==> config.mk <==
export PLATFORM = sky130hd
export DESIGN_NAME = adc_seq_ctrl
export DESIGN_NICKNAME = d
export VERILOG_FILES = /design/src/rtl/adc_seq_pkg.sv /design/src/rtl/adc_seq_trig.sv /design/src/rtl/adc_seq_arb.sv /design/src/rtl/adc_seq_fifo.sv /design/src/rtl/adc_seq_ctrl.sv
export SDC_FILE = /design/constraint.sdc
export NUM_CORES = 1
export LEC_CHECK = 0
export BUFFER_PORTS_ARGS = -buffer_cell sky130_fd_sc_hd__buf_2
export CORE_MARGIN = 5
export CORE_UTILIZATION = 40
export DETAILED_ROUTE_END_ITERATION = 10
export HOLD_SLACK_MARGIN = 0.1
export PLACE_DENSITY = 0.64
export SLEW_MARGIN = 25
export SYNTH_ARGS = -nofsm -noshare
export SYNTH_HDL_FRONTEND = slang
export SYNTH_SLANG_ARGS = --single-unit
==> constraint.sdc <==
create_clock -name clk -period 5.4 [get_ports clk]
set_input_delay 1.08 -clock clk [delete_from_list [all_inputs] [get_ports clk]]
set_output_delay 1.08 -clock clk [all_outputs]
set_load 0.005 [all_outputs]
==> src/rtl/adc_seq_pkg.sv <==
package adc_seq_pkg;

  typedef enum logic {
    ST_IDLE,
    ST_RUN
  } seq_state_e;

  localparam logic [1:0] SRC_CH0  = 2'd0;
  localparam logic [1:0] SRC_CH1  = 2'd1;
  localparam logic [1:0] SRC_TEMP = 2'd2;

  function automatic logic [1:0] map_src(input logic [1:0] code);
    return (code == 2'd3) ? SRC_TEMP : code;
  endfunction

endpackage

==> src/rtl/adc_seq_trig.sv <==
module adc_seq_trig #(
  parameter int NUM_SEQ  = 4,
  parameter int NUM_TRIG = 4,
  localparam int TSEL_W  = $clog2(NUM_TRIG)
) (
  input  logic                      clk,
  input  logic                      rst,
  input  logic [NUM_TRIG-1:0]       trig_evt,
  input  logic [NUM_SEQ-1:0]        cfg_en,
  input  logic [NUM_SEQ*TSEL_W-1:0] cfg_trig_sel,
  input  logic [NUM_SEQ-1:0]        seq_clr,
  output logic [NUM_SEQ-1:0]        pend
);

  logic [NUM_SEQ-1:0] hit;

  for (genvar s = 0; s < NUM_SEQ; s++) begin : g_seq
    assign hit[s] = cfg_en[s] && trig_evt[cfg_trig_sel[s*TSEL_W +: TSEL_W]];

    always_ff @(posedge clk) begin
      if (rst) pend[s] <= 1'b0;
      else     pend[s] <= (pend[s] && !seq_clr[s]) || hit[s];
    end


    pend_hold_chk: assert property (@(posedge clk) disable iff (rst)
      (pend[s] && !seq_clr[s]) |=> pend[s]);
  end

endmodule

==> src/rtl/adc_seq_arb.sv <==
module adc_seq_arb #(
  parameter int NUM_SEQ = 4,
  parameter int PRIO_W  = 2,
  localparam int SEQ_W  = $clog2(NUM_SEQ)
) (
  input  logic                      clk,
  input  logic                      rst,
  input  logic [NUM_SEQ-1:0]        pend,
  input  logic [NUM_SEQ*PRIO_W-1:0] prio,
  output logic                      gnt_vld,
  output logic [SEQ_W-1:0]          gnt_idx
);

  logic [PRIO_W-1:0] best;

  always_comb begin
    gnt_vld = 1'b0;
    gnt_idx = '0;
    best    = '1;
    for (int i = 0; i < NUM_SEQ; i++) begin
      if (pend[i] && (!gnt_vld || prio[i*PRIO_W +: PRIO_W] < best)) begin
        gnt_vld = 1'b1;
        gnt_idx = SEQ_W'(i);
        best    = prio[i*PRIO_W +: PRIO_W];
      end
    end
  end

  logic [NUM_SEQ-1:0] rival;
  logic [PRIO_W-1:0]  gp;
  assign gp = prio[gnt_idx*PRIO_W +: PRIO_W];

  always_comb begin
    for (int j = 0; j < NUM_SEQ; j++) begin
      rival[j] = pend[j] &&
                 ((prio[j*PRIO_W +: PRIO_W] < gp) ||
                  ((prio[j*PRIO_W +: PRIO_W] == gp) && (SEQ_W'(j) < gnt_idx)));
    end
  end


  no_better_rival_chk: assert property (@(posedge clk) disable iff (rst)
    gnt_vld |-> (rival == '0));


  grant_when_pending_chk: assert property (@(posedge clk) disable iff (rst)
    (pend != '0) |-> (gnt_vld && pend[gnt_idx]));

endmodule

==> src/rtl/adc_seq_fifo.sv <==
module adc_seq_fifo #(
  parameter int DEPTH = 8,
  parameter int W     = 10,
  localparam int PTR_W = $clog2(DEPTH),
  localparam int CNT_W = $clog2(DEPTH + 1)
) (
  input  logic         clk,
  input  logic         rst,
  input  logic         wr,
  input  logic [W-1:0] wdata,
  input  logic         rd,
  output logic [W-1:0] rdata,
  output logic         empty,
  output logic         ovf,
  input  logic         ovf_clr
);

  logic [W-1:0]     mem [DEPTH];
  logic [PTR_W-1:0] wp, rp;
  logic [CNT_W-1:0] cnt;
  logic             full, do_wr, do_rd;

  assign full  = (cnt == CNT_W'(DEPTH));
  assign empty = (cnt == '0);
  assign do_wr = wr && !full;
  assign do_rd = rd && !empty;

  always_ff @(posedge clk) begin
    if (do_wr) mem[wp] <= wdata;
  end

  always_ff @(posedge clk) begin
    if (do_rd) rdata <= mem[rp];
  end

  always_ff @(posedge clk) begin
    if (rst) begin
      wp  <= '0;
      rp  <= '0;
      cnt <= '0;
      ovf <= 1'b0;
    end else begin
      if (do_wr) wp <= wp + PTR_W'(1);
      if (do_rd) rp <= rp + PTR_W'(1);
      case ({do_wr, do_rd})
        2'b10:   cnt <= cnt + CNT_W'(1);
        2'b01:   cnt <= cnt - CNT_W'(1);
        default: cnt <= cnt;
      endcase
      if (wr && full)   ovf <= 1'b1;
      else if (ovf_clr) ovf <= 1'b0;
    end
  end


  cnt_bound_chk: assert property (@(posedge clk) disable iff (rst)
    cnt <= CNT_W'(DEPTH));


  overflow_flag_chk: assert property (@(posedge clk) disable iff (rst)
    (wr && full) |=> (ovf && cnt == CNT_W'(DEPTH) - CNT_W'($past(do_rd))));


  empty_read_chk: assert property (@(posedge clk) disable iff (rst)
    (rd && empty && !wr) |=> empty);

endmodule

==> src/rtl/adc_seq_ctrl.sv <==
module adc_seq_ctrl #(
  parameter int NUM_SEQ    = 4,
  parameter int MAX_STEPS  = 8,
  parameter int RES_W      = 10,
  parameter int FIFO_DEPTH = 8,
  parameter int NUM_TRIG   = 4,
  parameter int PRIO_W     = 2
) (
  input  logic                                 clk,
  input  logic                                 rst,
  input  logic [NUM_TRIG-1:0]                  trig_evt,
  input  logic [NUM_SEQ-1:0]                   cfg_en,
  input  logic [NUM_SEQ*$clog2(NUM_TRIG)-1:0]  cfg_trig_sel,
  input  logic [NUM_SEQ*PRIO_W-1:0]            cfg_prio,
  input  logic [NUM_SEQ*MAX_STEPS*2-1:0]       cfg_src,
  input  logic [NUM_SEQ*MAX_STEPS-1:0]         cfg_last,
  input  logic [NUM_SEQ*MAX_STEPS-1:0]         cfg_ie,
  output logic                                 conv_start,
  output logic [1:0]                           conv_src,
  input  logic                                 conv_done,
  input  logic [RES_W-1:0]                     conv_data,
  input  logic [NUM_SEQ-1:0]                   rd_en,
  output logic [NUM_SEQ*RES_W-1:0]             rd_data,
  output logic [NUM_SEQ-1:0]                   rd_empty,
  output logic [NUM_SEQ-1:0]                   ovf,
  input  logic [NUM_SEQ-1:0]                   ovf_clr,
  output logic [NUM_SEQ-1:0]                   irq,
  input  logic [NUM_SEQ-1:0]                   irq_clr
);

  import adc_seq_pkg::*;

  localparam int SEQ_W  = $clog2(NUM_SEQ);
  localparam int STEP_W = $clog2(MAX_STEPS);
  localparam int ENT_W  = SEQ_W + STEP_W;

  seq_state_e         state_q;
  logic [SEQ_W-1:0]   cur_q;
  logic [STEP_W-1:0]  step_q;
  logic [NUM_SEQ-1:0] pend, seq_clr, wr_vec;
  logic               gnt_vld;
  logic [SEQ_W-1:0]   gnt_idx;

  logic [STEP_W-1:0]  step_nxt;
  logic [ENT_W-1:0]   cur_ent, nxt_ent, first_ent;
  logic               is_last, ie_now, run_done;

  assign step_nxt  = step_q + STEP_W'(1);
  assign cur_ent   = {cur_q, step_q};
  assign nxt_ent   = {cur_q, step_nxt};
  assign first_ent = {gnt_idx, {STEP_W{1'b0}}};
  assign is_last   = cfg_last[cur_ent] || (step_q == STEP_W'(MAX_STEPS - 1));
  assign ie_now    = cfg_ie[cur_ent];
  assign run_done  = (state_q == ST_RUN) && conv_done;

  adc_seq_trig #(.NUM_SEQ(NUM_SEQ), .NUM_TRIG(NUM_TRIG)) u_trig (
    .clk(clk), .rst(rst), .trig_evt(trig_evt), .cfg_en(cfg_en),
    .cfg_trig_sel(cfg_trig_sel), .seq_clr(seq_clr), .pend(pend)
  );

  adc_seq_arb #(.NUM_SEQ(NUM_SEQ), .PRIO_W(PRIO_W)) u_arb (
    .clk(clk), .rst(rst), .pend(pend), .prio(cfg_prio),
    .gnt_vld(gnt_vld), .gnt_idx(gnt_idx)
  );

  always_ff @(posedge clk) begin
    if (rst) begin
      state_q    <= ST_IDLE;
      cur_q      <= '0;
      step_q     <= '0;
      conv_start <= 1'b0;
      conv_src   <= SRC_CH0;
    end else begin
      conv_start <= 1'b0;
      case (state_q)
        ST_IDLE: begin
          if (gnt_vld) begin
            cur_q      <= gnt_idx;
            step_q     <= '0;
            conv_start <= 1'b1;
            conv_src   <= map_src(cfg_src[{first_ent, 1'b0} +: 2]);
            state_q    <= ST_RUN;
          end
        end
        default: begin
          if (conv_done) begin
            if (is_last) begin
              state_q <= ST_IDLE;
            end else begin
              step_q     <= step_nxt;
              conv_start <= 1'b1;
              conv_src   <= map_src(cfg_src[{nxt_ent, 1'b0} +: 2]);
            end
          end
        end
      endcase
    end
  end

  for (genvar s = 0; s < NUM_SEQ; s++) begin : g_seq
    assign wr_vec[s]  = run_done && (cur_q == SEQ_W'(s));
    assign seq_clr[s] = wr_vec[s] && is_last;

    adc_seq_fifo #(.DEPTH(FIFO_DEPTH), .W(RES_W)) u_fifo (
      .clk(clk), .rst(rst), .wr(wr_vec[s]), .wdata(conv_data),
      .rd(rd_en[s]), .rdata(rd_data[s*RES_W +: RES_W]),
      .empty(rd_empty[s]), .ovf(ovf[s]), .ovf_clr(ovf_clr[s])
    );

    always_ff @(posedge clk) begin
      if (rst)                        irq[s] <= 1'b0;
      else if (wr_vec[s] && ie_now)   irq[s] <= 1'b1;
      else if (irq_clr[s])            irq[s] <= 1'b0;
    end


    irq_source_chk: assert property (@(posedge clk) disable iff (rst)
      $rose(irq[s]) |-> $past(wr_vec[s]));
  end


  start_pulse_chk: assert property (@(posedge clk) disable iff (rst)
    conv_start |=> !conv_start);


  run_owner_chk: assert property (@(posedge clk) disable iff (rst)
    (state_q == ST_RUN && !(conv_done && is_last)) |=> (state_q == ST_RUN && $stable(cur_q)));


  start_needs_pending_chk: assert property (@(posedge clk) disable iff (rst)
    (state_q == ST_IDLE && gnt_vld) |-> pend[gnt_idx]);

endmodule

==> results of run 1 <==
-- path summary, 6_finish.rpt --
path | slack (ns) | cells past startpoint | end | from
max reg2reg | 1.40 | 14 | conv_src[1] | u_trig.pend[1]
max | 1.37 | 15 | conv_src[1] | cfg_prio[1]
min | 0.48 | 2 | g_seq[2].u_fifo.ovf | g_seq[2].u_fifo.ovf
min reg2reg | 0.48 | 2 | g_seq[2].u_fifo.ovf | g_seq[2].u_fifo.ovf
-- where the power goes --
part           switching (W)  total [W]  internal, W  leakage (nW)
clock                0.00121    0.00288      0.00167         0.666
combinational       0.000340   0.000687     0.000347          2.66
sequential         0.0000742    0.00368      0.00360          3.74
-- per-stage QoR --
| stage | power [W] | util (%) | setup WS (ns) |
|---|---|---|---|
| 3_5_place_dp | 0.00445 | 44.6 | 0.868 |
| 4_1_cts | 0.00734 | 47.7 | 1.42 |
| 3_3_place_gp | 0.00444 | 44.5 | 0.899 |
| 6_report | 0.00724 | 47.7 | 1.37 |
| 2_1_floorplan | 0.00417 | - | 1.25 |
| 5_1_grt | 0.00754 | 47.7 | 1.16 |
-- kinds of logic after synthesis --
group | synth area share (%)
xor gates and xnor gates | 1.38
AOI/OAI and AO/OA | 2.92
muxes | 18.7
and+or+nand+nor | 4.98
adders and majority gates | 2.20
buffers and inverters | 1.94
DFF | 67.9
-- flip-flops by register name (all words and copies together), names as in the netlist --
| register | count |
|---|---|
| conv_src | 2 |
| conv_start | 1 |
| cur_q | 2 |
| g_seq.u_fifo.cnt | 16 |
| g_seq.u_fifo.mem | 320 |
| g_seq.u_fifo.ovf | 4 |
| g_seq.u_fifo.rdata | 40 |
| g_seq.u_fifo.rp | 12 |
| g_seq.u_fifo.wp | 12 |
| irq | 4 |
| state_q | 1 |
| step_q | 3 |
| u_trig.pend | 4 |
-- per-layer routing --
layer | wire length [um] | part of all wire, %
met1 | 15500 | 40
met2 | 20100 | 51
met3 | 2180 | 5.6
met4 | 1290 | 3.3
met5 | 13 | 0.033
-- area by class of cell --
cell class,instances,area share (%)
flip-flops and latches,421,57.3
clock buffers,58,5.53
repair buffers,253,6.29
clock inverters,21,1.04
multi-input cells,502,25.8
inverters,28,0.500
well taps,592,3.53
-- critical path, delay by kind of cell --
family,cells,cell delay (ns)
mux,1,0.40
fa+ha+maj,2,0.58
buf+inv,1,0.10
simple gates,5,1.19
compound gates,6,1.16
-- cell usage in the layout, fill, tap and decap left out, types with 12 or more instances in the layout --
master     instances
buf_4             22
nor3_1            13
nor2_1            65
clkbuf_16         43
mux4_2           104
nand2_1           44
o21ai_0           13
buf_2            231
dfxtp_1           56
a21oi_1           47
ha_1              24
mux2_2            47
clkbuf_1          12
edfxtp_1         360
xor2_1            16
nand2b_1          15
mux4_1            15
inv_1             28
xnor2_1           12
==> impl_metrics.tcl, run 1 <==
set metrics [dict create \
    synth.most_common_cell "edfxtp_1" \
    yosys-top-cells-count "360 x edfxtp_1, 104 x mux4_2, 70 x nor2_1, 61 x dfxtp_1" \
    grt_use_met1_pct 19.5 \
    dp.cells 1796 \
    grt_use_met3_pct 3.49 \
    hold_path_class "register to register" \
    drv_cap 0 \
    clk_pin_slew_worst_paths_ns 0.06 \
    postCtsSetupBuffers 0 \
    synth_flop_cell "edfxtp_1" \
    postCtsHoldBufs 0 \
    cts-root-buf "clkbuf_16" \
    skew_ns 0.0190 \
    period_share_pct 74.6 \
    io_pins 232 \
    grt_pass1_wl_um 59200 \
    first_pass_iters 4 \
    fillers 3690 \
    ctsLongestPathBuffers 3 \
    setup_tns_ns 0 \
    routedWlPerCell_um 20.8 \
    route.final.wire_length_um 39100 \
    fmaxAchievable_mhz 248 \
    drtAntennaViolNets 0 \
    via_per_inst 5.16 \
    avgSynthCellArea_um2 17.7 \
    grt_overflow_total 0 \
    worst_setup_path_start_kind "primary input" \
    ys_ff_latch 421 \
    cp_slowest_cell "a21oi_1" \
    worstPathMaxFanout 7 \
    grt_start_max_net_pins 62 \
    final-setup-viol-count 0 \
    cp-end-kind "register" \
    cts_made_buffers 43 \
    path_cells "buf_2 -> nand2b_1 -> o21ai_0 -> ha_1 -> o22ai_1 -> and2_1 -> a21oi_1 -> mux2_2 -> ha_1 -> o32ai_1 -> and2_1 -> or2_2 -> o311a_1 -> or3_1 -> a21oi_2" \
    die_h_um 220 \
    synth_enable_flop_cells 360 \
    cp_data_required_time_ns 5.87 \
    hold_viol 0 \
    worst_path_largest_cell_delay_ns 0.43 \
    rows 77 \
    clock_latency_ns 0.55 \
    nNetsFinal 1454 \
    path_class "primary input to register" \
    synth_area_leaders "edfxtp_1 61%, mux4_2 13%, dfxtp_1 6.9%" \
    slew_headroom_pct 28.1 \
    diodes 0 \
    drive_above_1_share_pct 38.3 \
    syn-instance-count 1001 \
    grt_use_total_pct 16.1 \
    drc_errors 0 \
    synthesis.nets 1206 \
    p_per_area_mw_per_mm2 345 \
    hold_ws_ns 0.480 \
    worst_slew_pin_slew_ns 1.07 \
    fp.dieW_um 220 \
    final_area_mm2 0.0210 \
    synth_cell_types 51 \
    start_util_pct 40.2 \
    grt-busiest-layer "met2" \
    core_mm2 0.0440 \
    grt_pass1_vias 10200 \
    fin_cells 1875 \
    cts_tree "yes" \
    cts.sinks 421 \
    grtUsageMet2_pct 28.6 \
    gp_congestion 0.876 \
    drv_slew 0 \
    num_vias 9671 \
    htree_levels 2 \
    yosysSeqAreaShare_pct 67.9 \
    netlist_area_mm2 0.0177 \
    dieArea_mm2 0.0486 \
    grt_antenna_before_repair 1 \
    place_area_mm2 0.0196 \
    yosysWarnings 0 \
    rsz0062_at_grt "false" \
    post_cts_resized 0 \
    multi_input_area_mm2 0.00543 \
    postSynth.asyncResetShare_pct 0 \
    dp_hpwl_um 26400 \
    regArea_mm2 0.0120 \
    crit_arrival_ns 4.50 \
    fin_crit_ns 4.03 \
    port_buffers 231 \
    synth_top_area_share_pct 61.0 \
    ir_drop_uv 253 \
    yosysTopAreaCell "edfxtp_1" \
    status "finished, final reports clean" \
    p_leak_nw 7.06 \
    drt-initial-drc-count 527 \
    areaGrowthSynthToFinish_pct 18.6 \
]
(Power assumes the default switching activity.)
==> run 2, diff against run 1 <==
- PLACE_DENSITY: 0.64 -> 0.66
- clock period: 5.4 -> 3.3 ns (I/O delays scaled with it)
==> run 2 against run 1 <==
Non-clock buffer count grew 51. Worst setup slack worse by 1.1 ns. Register-to-register slack got worse by 1.1 ns. Core utilization rose by 1.1 points. Worst hold slack worse by 0.14 ns. Power grew 69%. Clock skew is 0.017 ns higher. Via count increased by 2.4%. Combinational power increased by 76%. First-iteration DRC count shrank 11%. Largest cell class unchanged. Largest power group unchanged.
==> impl_metrics.tcl, run 2 (synthesis gave the netlist of run 1 again) <==
set metrics [dict create \
    drv_slew 0 \
    grt_antenna_before_repair 1 \
    path_cells "nand2b_1 -> o21ai_1 -> ha_1 -> nor3b_1 -> a21oi_4 -> mux2_4 -> ha_1 -> o32ai_1 -> and2_1 -> or2_4 -> o311a_1 -> or3_1 -> a21oi_2" \
    post-place-ws_ns -0.198 \
    ctsLongestPathBuffers 3 \
    min-delay-start "ovf_clr[2]" \
    grt_overflow_total 0 \
    cts_tree "yes" \
    grt_use_total_pct 16.3 \
    first_pass_iters 4 \
    rrSetupSlack_ns 0.28 \
    skew_ns 0.0356 \
    p_leak_nw 7.40 \
    multi_input_area_mm2 0.00539 \
    post_cts_resized 0 \
    rows 77 \
    postCtsHoldBufs 0 \
    drive_above_1_share_pct 39.8 \
    num_vias 9899 \
    period_share_pct 91.4 \
    cts-root-buf "clkbuf_16" \
    largest_reg_flops 320 \
    clk_pin_slew_worst_paths_ns 0.06 \
    dp.cells 1847 \
    fmaxAchievable_mhz 332 \
    cts_made_buffers 44 \
    dieArea_mm2 0.0486 \
    status "finished, final reports clean" \
    clock_latency_ns 0.58 \
    start_util_pct 40.2 \
    io_pins 232 \
    path_buf_inv 0 \
    dp_hpwl_um 27100 \
    reg2regPathDepth 13 \
    die_h_um 220 \
    via_per_inst 5.13 \
    grt_start_max_net_pins 35 \
    timing.final.ws_setup_ns 0.284 \
    postCtsSetupBuffers 0 \
    p_per_area_mw_per_mm2 570 \
    areaGrowthSynthToFinish_pct 21.3 \
    drtAntennaViolNets 0 \
    largest_registers "g_seq.u_fifo.mem: 320 flops, g_seq.u_fifo.rdata: 40 flops, g_seq.u_fifo.cnt: 16 flops" \
    fillers 3684 \
    regToRegEndpoint "conv_src[1]" \
    hold_viol 0 \
    rsz0062_at_grt "false" \
    core_mm2 0.0440 \
    cpLargestDelayFamily "simple AND/OR/NAND/NOR gates" \
    gp_congestion 0.891 \
    regArea_mm2 0.0120 \
    route.final.wire_length_um 39200 \
    top_register "g_seq.u_fifo.mem" \
    worst_slew_pin_slew_ns 0.653 \
    fin_crit_ns 3.02 \
    ir_drop_uv 325 \
    worst_setup_path_start_kind "register" \
    drt-initial-drc-count 470 \
    cp_slowest_cell "nor3b_1" \
    total_power_w 0.0123 \
    cp_data_required_time_ns 3.82 \
    hold_path_class "primary input to register" \
    grt_pass1_wl_um 60000 \
    drc_errors 0 \
    routedWlPerCell_um 20.3 \
    crit_arrival_ns 3.54 \
    drv_cap 0 \
    port_buffers 231 \
    path_class "register to register" \
    rr_startpoint "u_trig.pend[0]" \
    final_common_cell "edfxtp_1" \
    fin_cells 1929 \
    final-setup-viol-count 0 \
    cts.sinks 421 \
    worst_path_largest_cell_delay_ns 0.35 \
    min_to "g_seq[2].u_fifo.ovf" \
    htree_levels 2 \
    grt_pass1_vias 10600 \
    worstPathMaxFanout 4 \
    nNetsFinal 1506 \
    fp.dieW_um 220 \
    slew_headroom_pct 56.5 \
    cp_common_cell "ha_1" \
    min_path_cells 3 \
    final_cell_mix "360 x edfxtp_1, 231 x buf_2, 104 x mux4_2" \
    cp-end-kind "register" \
]
==> run 2: cell types whose count changed in the layout (fill, tap and decap cells not counted), moves of 3 or more <==
cell       change
dfxtp_1        +4
clkinv_4       +3
dfxtp_2        -4
nor2_1         +5
bufinv_16      +3
nor3_1         +8
buf_4         +51
nor3_2         -7
nor2_2         -5
==> run 2: worst reg2reg max path, cell delays in order, from the launching register on <==
cell      delay, ns
dfxtp_1        0.34
nand2b_1       0.10
o21ai_1        0.08
ha_1           0.21
nor3b_1        0.35
a21oi_4        0.10
mux2_4         0.30
ha_1           0.27
o32ai_1        0.06
and2_1         0.15
or2_4          0.25
o311a_1        0.29
or3_1          0.33
a21oi_2        0.12
==> run 2: cell type report <==
class | count | share of cell area (%)
diodes | 1 | 0.0116
well taps | 592 | 3.45
clock buffers | 58 | 5.56
flip-flops and latches | 421 | 56.0
multi-input cells | 502 | 25.1
inverters | 28 | 0.489
repair buffers | 304 | 7.93
clock inverters | 23 | 1.49
==> run 2: report_power, final <==
| group | switching, W | leakage [nW] | internal (W) |
|---|---|---|---|
| logic | 0.000606 | 2.93 | 0.000606 |
| registers | 0.0000729 | 3.73 | 0.00589 |
| clock network | 0.00202 | 0.734 | 0.00305 |
| total | 0.00270 | 7.40 | 0.00955 |
==> run 2: how the worst max path moves through the flow <==
stage,startpoint,end,slack [ns],cells after the start
5_1_grt,u_trig.pend[0],conv_src[1],0.11,13
4_1_cts,u_trig.pend[1],conv_src[1],0.28,13
6_report,u_trig.pend[0],conv_src[1],0.28,13
2_1_floorplan,cfg_prio[1],conv_src[1],0.01,14
3_5_place_dp,cfg_prio[1],conv_src[1],-0.20,14
3_3_place_gp,cfg_prio[1],conv_src[1],-0.18,15
==> run 2: stage by stage <==
step / hold WS [ns] / util [%] / instance area, um2 / TNS [ns]
after floorplan: 0.450 / - / 17700 / 0
after global placement: 0.467 / 45.4 / 20000 / -0.314
after detailed placement: 0.469 / 45.4 / 20000 / -0.336
after CTS: 0.306 / 48.8 / 21500 / 0
after global routing: 0.324 / 48.8 / 21500 / 0
final: 0.339 / 48.8 / 21500 / 0
==> run 2: per-layer routing <==
metal	vias to the layer above	wire length (um)	GRT usage, %
li1	4568	-	-
met4	2	1160	5.76
met1	4939	14700	19.1
met3	66	2390	3.28
met5	-	13	0
met2	324	20900	29.7
